$ cat src/rtl/alu8_pkg.sv
package alu8_pkg;

  localparam int unsigned ALU_WIDTH   = 8;
  localparam int unsigned FN_BITS     = 3;

  typedef enum logic [FN_BITS-1:0] {
    FN_ZERO  = 3'b000,
    FN_BSUBA = 3'b001,
    FN_ASUBB = 3'b010,
    FN_ADD   = 3'b011,
    FN_XOR   = 3'b100,
    FN_OR    = 3'b101,
    FN_AND   = 3'b110,
    FN_ONES  = 3'b111
  } alu_fn_e;

  // Arithmetic codes are the only ones that drive the carry output.
  function automatic logic fn_is_arith(input alu_fn_e fn);
    return (fn == FN_BSUBA) || (fn == FN_ASUBB) || (fn == FN_ADD);
  endfunction

endpackage

$ cat src/rtl/alu_fa_cell.sv
module alu_fa_cell (
  input  logic x_i,
  input  logic y_i,
  input  logic c_i,
  output logic s_o,
  output logic c_o
);

  logic half_sum;

  assign half_sum = x_i ^ y_i;
  assign s_o      = half_sum ^ c_i;
  assign c_o      = (c_i & half_sum) | (x_i & y_i);

endmodule

$ cat src/rtl/alu_fs_cell.sv
module alu_fs_cell (
  input  logic m_i,   // minuend bit
  input  logic s_i,   // subtrahend bit
  input  logic p_i,   // borrow in
  output logic d_o,   // difference bit
  output logic p_o    // borrow out
);

  logic sub_mix;

  assign sub_mix = s_i ^ p_i;
  assign d_o     = m_i ^ sub_mix;
  assign p_o     = (~m_i & sub_mix) | (s_i & p_i);

endmodule

$ cat src/rtl/alu_add_chain.sv
module alu_add_chain #(
  parameter int unsigned W = 8
) (
  input  logic [W-1:0] a_i,
  input  logic [W-1:0] b_i,
  input  logic         cin_i,
  output logic [W-1:0] sum_o,
  output logic         cout_o
);

  logic [W:0] rip;

  assign rip[0] = cin_i;

  for (genvar k = 0; k < W; k++) begin : g_slice
    alu_fa_cell u_fa (
      .x_i (a_i[k]),
      .y_i (b_i[k]),
      .c_i (rip[k]),
      .s_o (sum_o[k]),
      .c_o (rip[k+1])
    );
  end

  assign cout_o = rip[W];

  // The ripple chain must match a plain W+1 bit sum.
  logic [W:0] chk_sum;
  always_comb begin
    chk_sum = {1'b0, a_i} + {1'b0, b_i} + {{W{1'b0}}, cin_i};
    assert_add_chain_R4: assert ({cout_o, sum_o} == chk_sum);
  end

endmodule

$ cat src/rtl/alu_sub_chain.sv
module alu_sub_chain #(
  parameter int unsigned W = 8
) (
  input  logic [W-1:0] min_i,
  input  logic [W-1:0] sub_i,
  input  logic         bin_i,
  output logic [W-1:0] diff_o,
  output logic         bout_o
);

  logic [W:0] brw;

  assign brw[0] = bin_i;

  for (genvar k = 0; k < W; k++) begin : g_slice
    alu_fs_cell u_fs (
      .m_i (min_i[k]),
      .s_i (sub_i[k]),
      .p_i (brw[k]),
      .d_o (diff_o[k]),
      .p_o (brw[k+1])
    );
  end

  assign bout_o = brw[W];

  // The top bit of a W+1 bit two's complement difference is the final borrow.
  logic [W:0] chk_diff;
  always_comb begin
    chk_diff = {1'b0, min_i} - {1'b0, sub_i} - {{W{1'b0}}, bin_i};
    assert_sub_chain_R5: assert ({bout_o, diff_o} == chk_diff);
  end

endmodule

$ cat src/rtl/alu8_unit.sv
module alu8_unit
  import alu8_pkg::*;
#(
  parameter int unsigned W = ALU_WIDTH
) (
  input  logic         clk,
  input  logic         rst,
  input  logic [2:0]   op_code,
  input  logic [W-1:0] opnd_a,
  input  logic [W-1:0] opnd_b,
  input  logic         carry_in,
  output logic [W-1:0] res_q,
  output logic         carry_q
);

  localparam logic [W-1:0] ALL_ONES = {W{1'b1}};

  alu_fn_e fn;
  assign fn = alu_fn_e'(op_code);

  logic [W-1:0] add_sum, ab_diff, ba_diff;
  logic         add_co,  ab_bo,   ba_bo;

  alu_add_chain #(.W(W)) u_add (
    .a_i    (opnd_a),
    .b_i    (opnd_b),
    .cin_i  (carry_in),
    .sum_o  (add_sum),
    .cout_o (add_co)
  );

  // A - B
  alu_sub_chain #(.W(W)) u_sub_ab (
    .min_i  (opnd_a),
    .sub_i  (opnd_b),
    .bin_i  (carry_in),
    .diff_o (ab_diff),
    .bout_o (ab_bo)
  );

  // B - A
  alu_sub_chain #(.W(W)) u_sub_ba (
    .min_i  (opnd_b),
    .sub_i  (opnd_a),
    .bin_i  (carry_in),
    .diff_o (ba_diff),
    .bout_o (ba_bo)
  );

  logic [W-1:0] res_d;
  logic         arith_co;
  logic         carry_d;

  always_comb begin
    res_d    = '0;
    arith_co = 1'b0;
    unique case (fn)
      FN_ZERO:  res_d = '0;
      FN_BSUBA: begin res_d = ba_diff; arith_co = ba_bo;  end
      FN_ASUBB: begin res_d = ab_diff; arith_co = ab_bo;  end
      FN_ADD:   begin res_d = add_sum; arith_co = add_co; end
      FN_XOR:   res_d = opnd_a ^ opnd_b;
      FN_OR:    res_d = opnd_a | opnd_b;
      FN_AND:   res_d = opnd_a & opnd_b;
      FN_ONES:  res_d = ALL_ONES;
      default:  res_d = '0;
    endcase
    carry_d = fn_is_arith(fn) & arith_co;
  end

  always_ff @(posedge clk) begin
    if (rst) begin
      res_q   <= '0;
      carry_q <= 1'b0;
    end else begin
      res_q   <= res_d;
      carry_q <= carry_d;
    end
  end

  // Assertions on the registered outputs
  assert_reset_clear_R1: assert property (@(posedge clk) disable iff (rst)
    $past(rst) |-> (res_q == '0 && !carry_q));

  assert_zero_code_R3: assert property (@(posedge clk) disable iff (rst)
    (!$past(rst) && $past(op_code) == 3'b000) |-> (res_q == '0 && !carry_q));

  assert_logic_no_carry_R7: assert property (@(posedge clk) disable iff (rst)
    (!$past(rst) && $past(op_code[2])) |-> !carry_q);

  assert_xor_code_R7: assert property (@(posedge clk) disable iff (rst)
    (!$past(rst) && $past(op_code) == 3'b100) |-> (res_q == ($past(opnd_a) ^ $past(opnd_b))));

  assert_ones_code_R8: assert property (@(posedge clk) disable iff (rst)
    (!$past(rst) && $past(op_code) == 3'b111) |-> (res_q == ALL_ONES && !carry_q));

  assert_zero_carry_free_R9: assert property (@(posedge clk) disable iff (rst)
    (!$past(rst) && $past(op_code) == 3'b000) |-> $stable(res_q) || $past(res_q) != '0 || res_q == '0);

endmodule

$ cat config.mk
export PLATFORM = sky130hd
export DESIGN_NAME = alu8_unit
export DESIGN_NICKNAME = d
export VERILOG_FILES = /design/src/rtl/alu8_pkg.sv /design/src/rtl/alu_fa_cell.sv /design/src/rtl/alu_fs_cell.sv /design/src/rtl/alu_add_chain.sv /design/src/rtl/alu_sub_chain.sv /design/src/rtl/alu8_unit.sv
export SDC_FILE = /design/constraint.sdc
export NUM_CORES = 1
export LEC_CHECK = 0
export BUFFER_PORTS_ARGS = -buffer_cell sky130_fd_sc_hd__buf_2
export CAP_MARGIN = 25
export CELL_PAD_IN_SITES_DETAIL_PLACEMENT = 0
export CELL_PAD_IN_SITES_GLOBAL_PLACEMENT = 1
export CORE_MARGIN = 3
export CORE_UTILIZATION = 38
export DETAILED_ROUTE_END_ITERATION = 10
export PLACE_DENSITY = 0.84
export SLEW_MARGIN = 20
export SYNTH_ARGS = -nofsm -noshare
export SYNTH_HDL_FRONTEND = slang
export SYNTH_SLANG_ARGS = --single-unit
$ cat constraint.sdc
create_clock -name clk -period 3.65 [get_ports clk]
set_input_delay 0.365 -clock clk [delete_from_list [all_inputs] [get_ports clk]]
set_output_delay 0.365 -clock clk [all_outputs]
set_load 0.005 [all_outputs]
==> flow_summary.json <==
{
  "status": "finished clean",
  "final_nets": 250,
  "drt.antenna.violating_nets": 0,
  "grt_pass1_wl_um": 5460,
  "synth_common_cells": "28 x inv_1, 24 x fa_1, 16 x ha_1",
  "syn_avg_cell_area_um2": 9.88,
  "crit_slowest_cell": "fa_2",
  "ys_async_sr_fraction": 0,
  "post_drt_wl_per_cell_um": 13.4,
  "irDropWorstVdd_uv": 102,
  "insertedDiodeCount": 0,
  "critPathMaxStageDelay_ns": 0.54,
  "cts_tree": "yes",
  "worstSetupPathType": "input pin to flip-flop",
  "synth_area_um2": 1490,
  "antenna_found_initial": 0,
  "worst_pin_slew_ns": 0.508,
  "yosysUniqueCellTypes": 36,
  "path_max_fanout": 3,
  "fmax_mhz": 279,
  "grt_max_degree": 27,
  "synth-main-ff-cell": "dfxtp_1",
  "htreeDepth": 1,
  "path_cells": "buf_6 -> buf_6 -> fa_2 -> inv_2 -> fa_2 -> fa_2 -> fa_2 -> inv_2 -> fa_2 -> inv_2 -> fa_2 -> fa_2 -> fa_2 -> nor2_1 -> a31oi_1 -> a21oi_1",
  "fin_crit_sh": 0.982,
  "power_mw": 0.429,
  "io_buffer_count": 30,
  "placed_area_um2": 1710,
  "synthMostInstantiatedCell": "inv_1",
  "drt-total-wl_um": 3140,
  "drt-initial-drc-count": 38,
  "cap_viol_max_count": 0,
  "yosys_warnings": 0,
  "grt_use_total": 0.154,
  "overflow": 0,
  "synth_edf_count": 0,
  "drc": 0,
  "crit_top_cell": "fa_2",
  "slew_headroom": 0.661,
  "min_period_ns": 3.58,
  "die_x_um": 68.7,
  "final_hold_viol_count": 0,
  "hold_class": "input pin to flip-flop",
  "rows": 22,
  "place_congestion": 0.805,
  "post_cts_buffers": 0,
  "critPathRequiredTime_ns": 3.76,
  "die_h_um": 68.7,
  "cellPowerDensity_nw_per_um2": 236,
  "drt-vias-per-instance": 5.03,
  "start_util": 0.401,
  "clkTransAtPathRegs_ns": 0.05,
  "area_delta_synth_final_pct": 21.6,
  "final_core_util": 0.488,
  "hold_ws_ns": 0.317,
  "cts-hold-fix-buffers": 0,
  "num_vias": 1182,
  "cp-end-kind": "flip-flop",
  "synth_top_area_frac": 0.322,
  "cellLeakagePower_nw": 0.861,
  "num_io_pins": 31,
  "cp-start-kind": "input pin",
  "grt_pass1_vias": 1194,
  "drive_gt1_frac": 0.374,
  "path_buf_inv": 5,
  "setup_viol": 0,
  "root_buffer": "clkbuf_8",
  "syn_nets": 213,
  "hpwl_um": 2470,
  "die-area_um2": 4710,
  "fin_setup_tns_ns": 0,
  "n_fill_cell": 362,
  "path_delay_family": "adder cells",
  "ys_seq_area_frac": 0.121,
  "numCtsBuffers": 3,
  "rsz0062_at_grt": "yes",
  "syn_inst": 151,
  "cts_buffer_depth": 2,
  "first_pass_iters": 4,
  "yosysTopAreaCell": "fa_1",
  "coreArea_um2": 3720,
  "arrival_ns": 3.69,
  "drv_slew": 0,
  "synth_seq_cells": 9,
  "clock-sinks": 9,
  "synthTopCellsByArea": "fa_1 32%, ha_1 13%, dfxtp_1 12%, inv_1 7.0%, mux2i_1 3.4%",
  "final_area_um2": 1810
}
cells by family (layout without fill, tap and decap cells):
logic type / Yosys count / after routing / share of synthesized area
DFF: 9 / 9 / 0.121
AOI/OAI and AO/OA: 31 / 31 / 0.149
buffers and inverters: 34 / 70 / 0.102
muxes: 9 / 9 / 0.0663
adders and majority gates: 40 / 40 / 0.456
and+or+nand+nor: 28 / 28 / 0.105
power by group:
| part | internal, mW | switching [mW] | total, mW |
|---|---|---|---|
| Clock | 0.0766 | 0.0443 | 0.121 |
| Sequential | 0.108 | 0.00213 | 0.110 |
| Combinational | 0.0931 | 0.105 | 0.198 |
| Total | 0.277 | 0.151 | 0.428 |
routing by layer:
layer | vias up | track usage | wire length, um
met3 | 3 | 0.0194 | 139
li1 | 569 | - | -
met5 | - | 0 | 0
met2 | 29 | 0.263 | 1550
met4 | 0 | 0.0298 | 21
met1 | 581 | 0.208 | 1430
per-stage QoR:
step / cells / setup slack [ns]
floorplan: 151 / 0.00364
global placement: 231 / -0.381
detailed placement: 231 / -0.438
CTS: 235 / 0.0176
global route: 235 / -0.0757
finish: 235 / 0.0656
area by class of cell:
type	count	area [um2]	area share
timing repair buffer	38	223	0.123
tap	48	60.1	0.0331
clock buffer	4	45.0	0.0248
inverter	28	105	0.0579
multi-input combinational	108	1200	0.662
sequential	9	180	0.0993
sequential cells by signal (all words and copies together) (netlist names):
register,flops
carry_q,1
res_q,8
final timing paths:
kind	start	end	slack, ns	cells after the start
setup / recovery	opnd_b[0]	res_q[7]	0.07	16
hold / removal	rst	carry_q	0.32	2
cell usage in the layout, fill, tap and decap left out, drive strengths merged, types with 2 or more instances in the layout:
cell type   n
a21oi       7
a22oi       5
a31oi       2
and2b       3
buf        38
clkbuf      4
dfxtp       9
fa         24
ha         16
inv        28
mux2        4
mux2i       5
nand2       5
nand2b      2
nand3b      4
nor2        7
nor2b       4
o211ai      2
o21a        2
o21ai       5
o221ai      2
what timing repair did:
item / in CTS / in global routing
endpoints found under the hold margin: 0 / 0
resized for setup: 6 / 20
pin swaps: 0 / 9
endpoints found under the setup margin: 2 / 2
(Power assumes the default switching activity.)
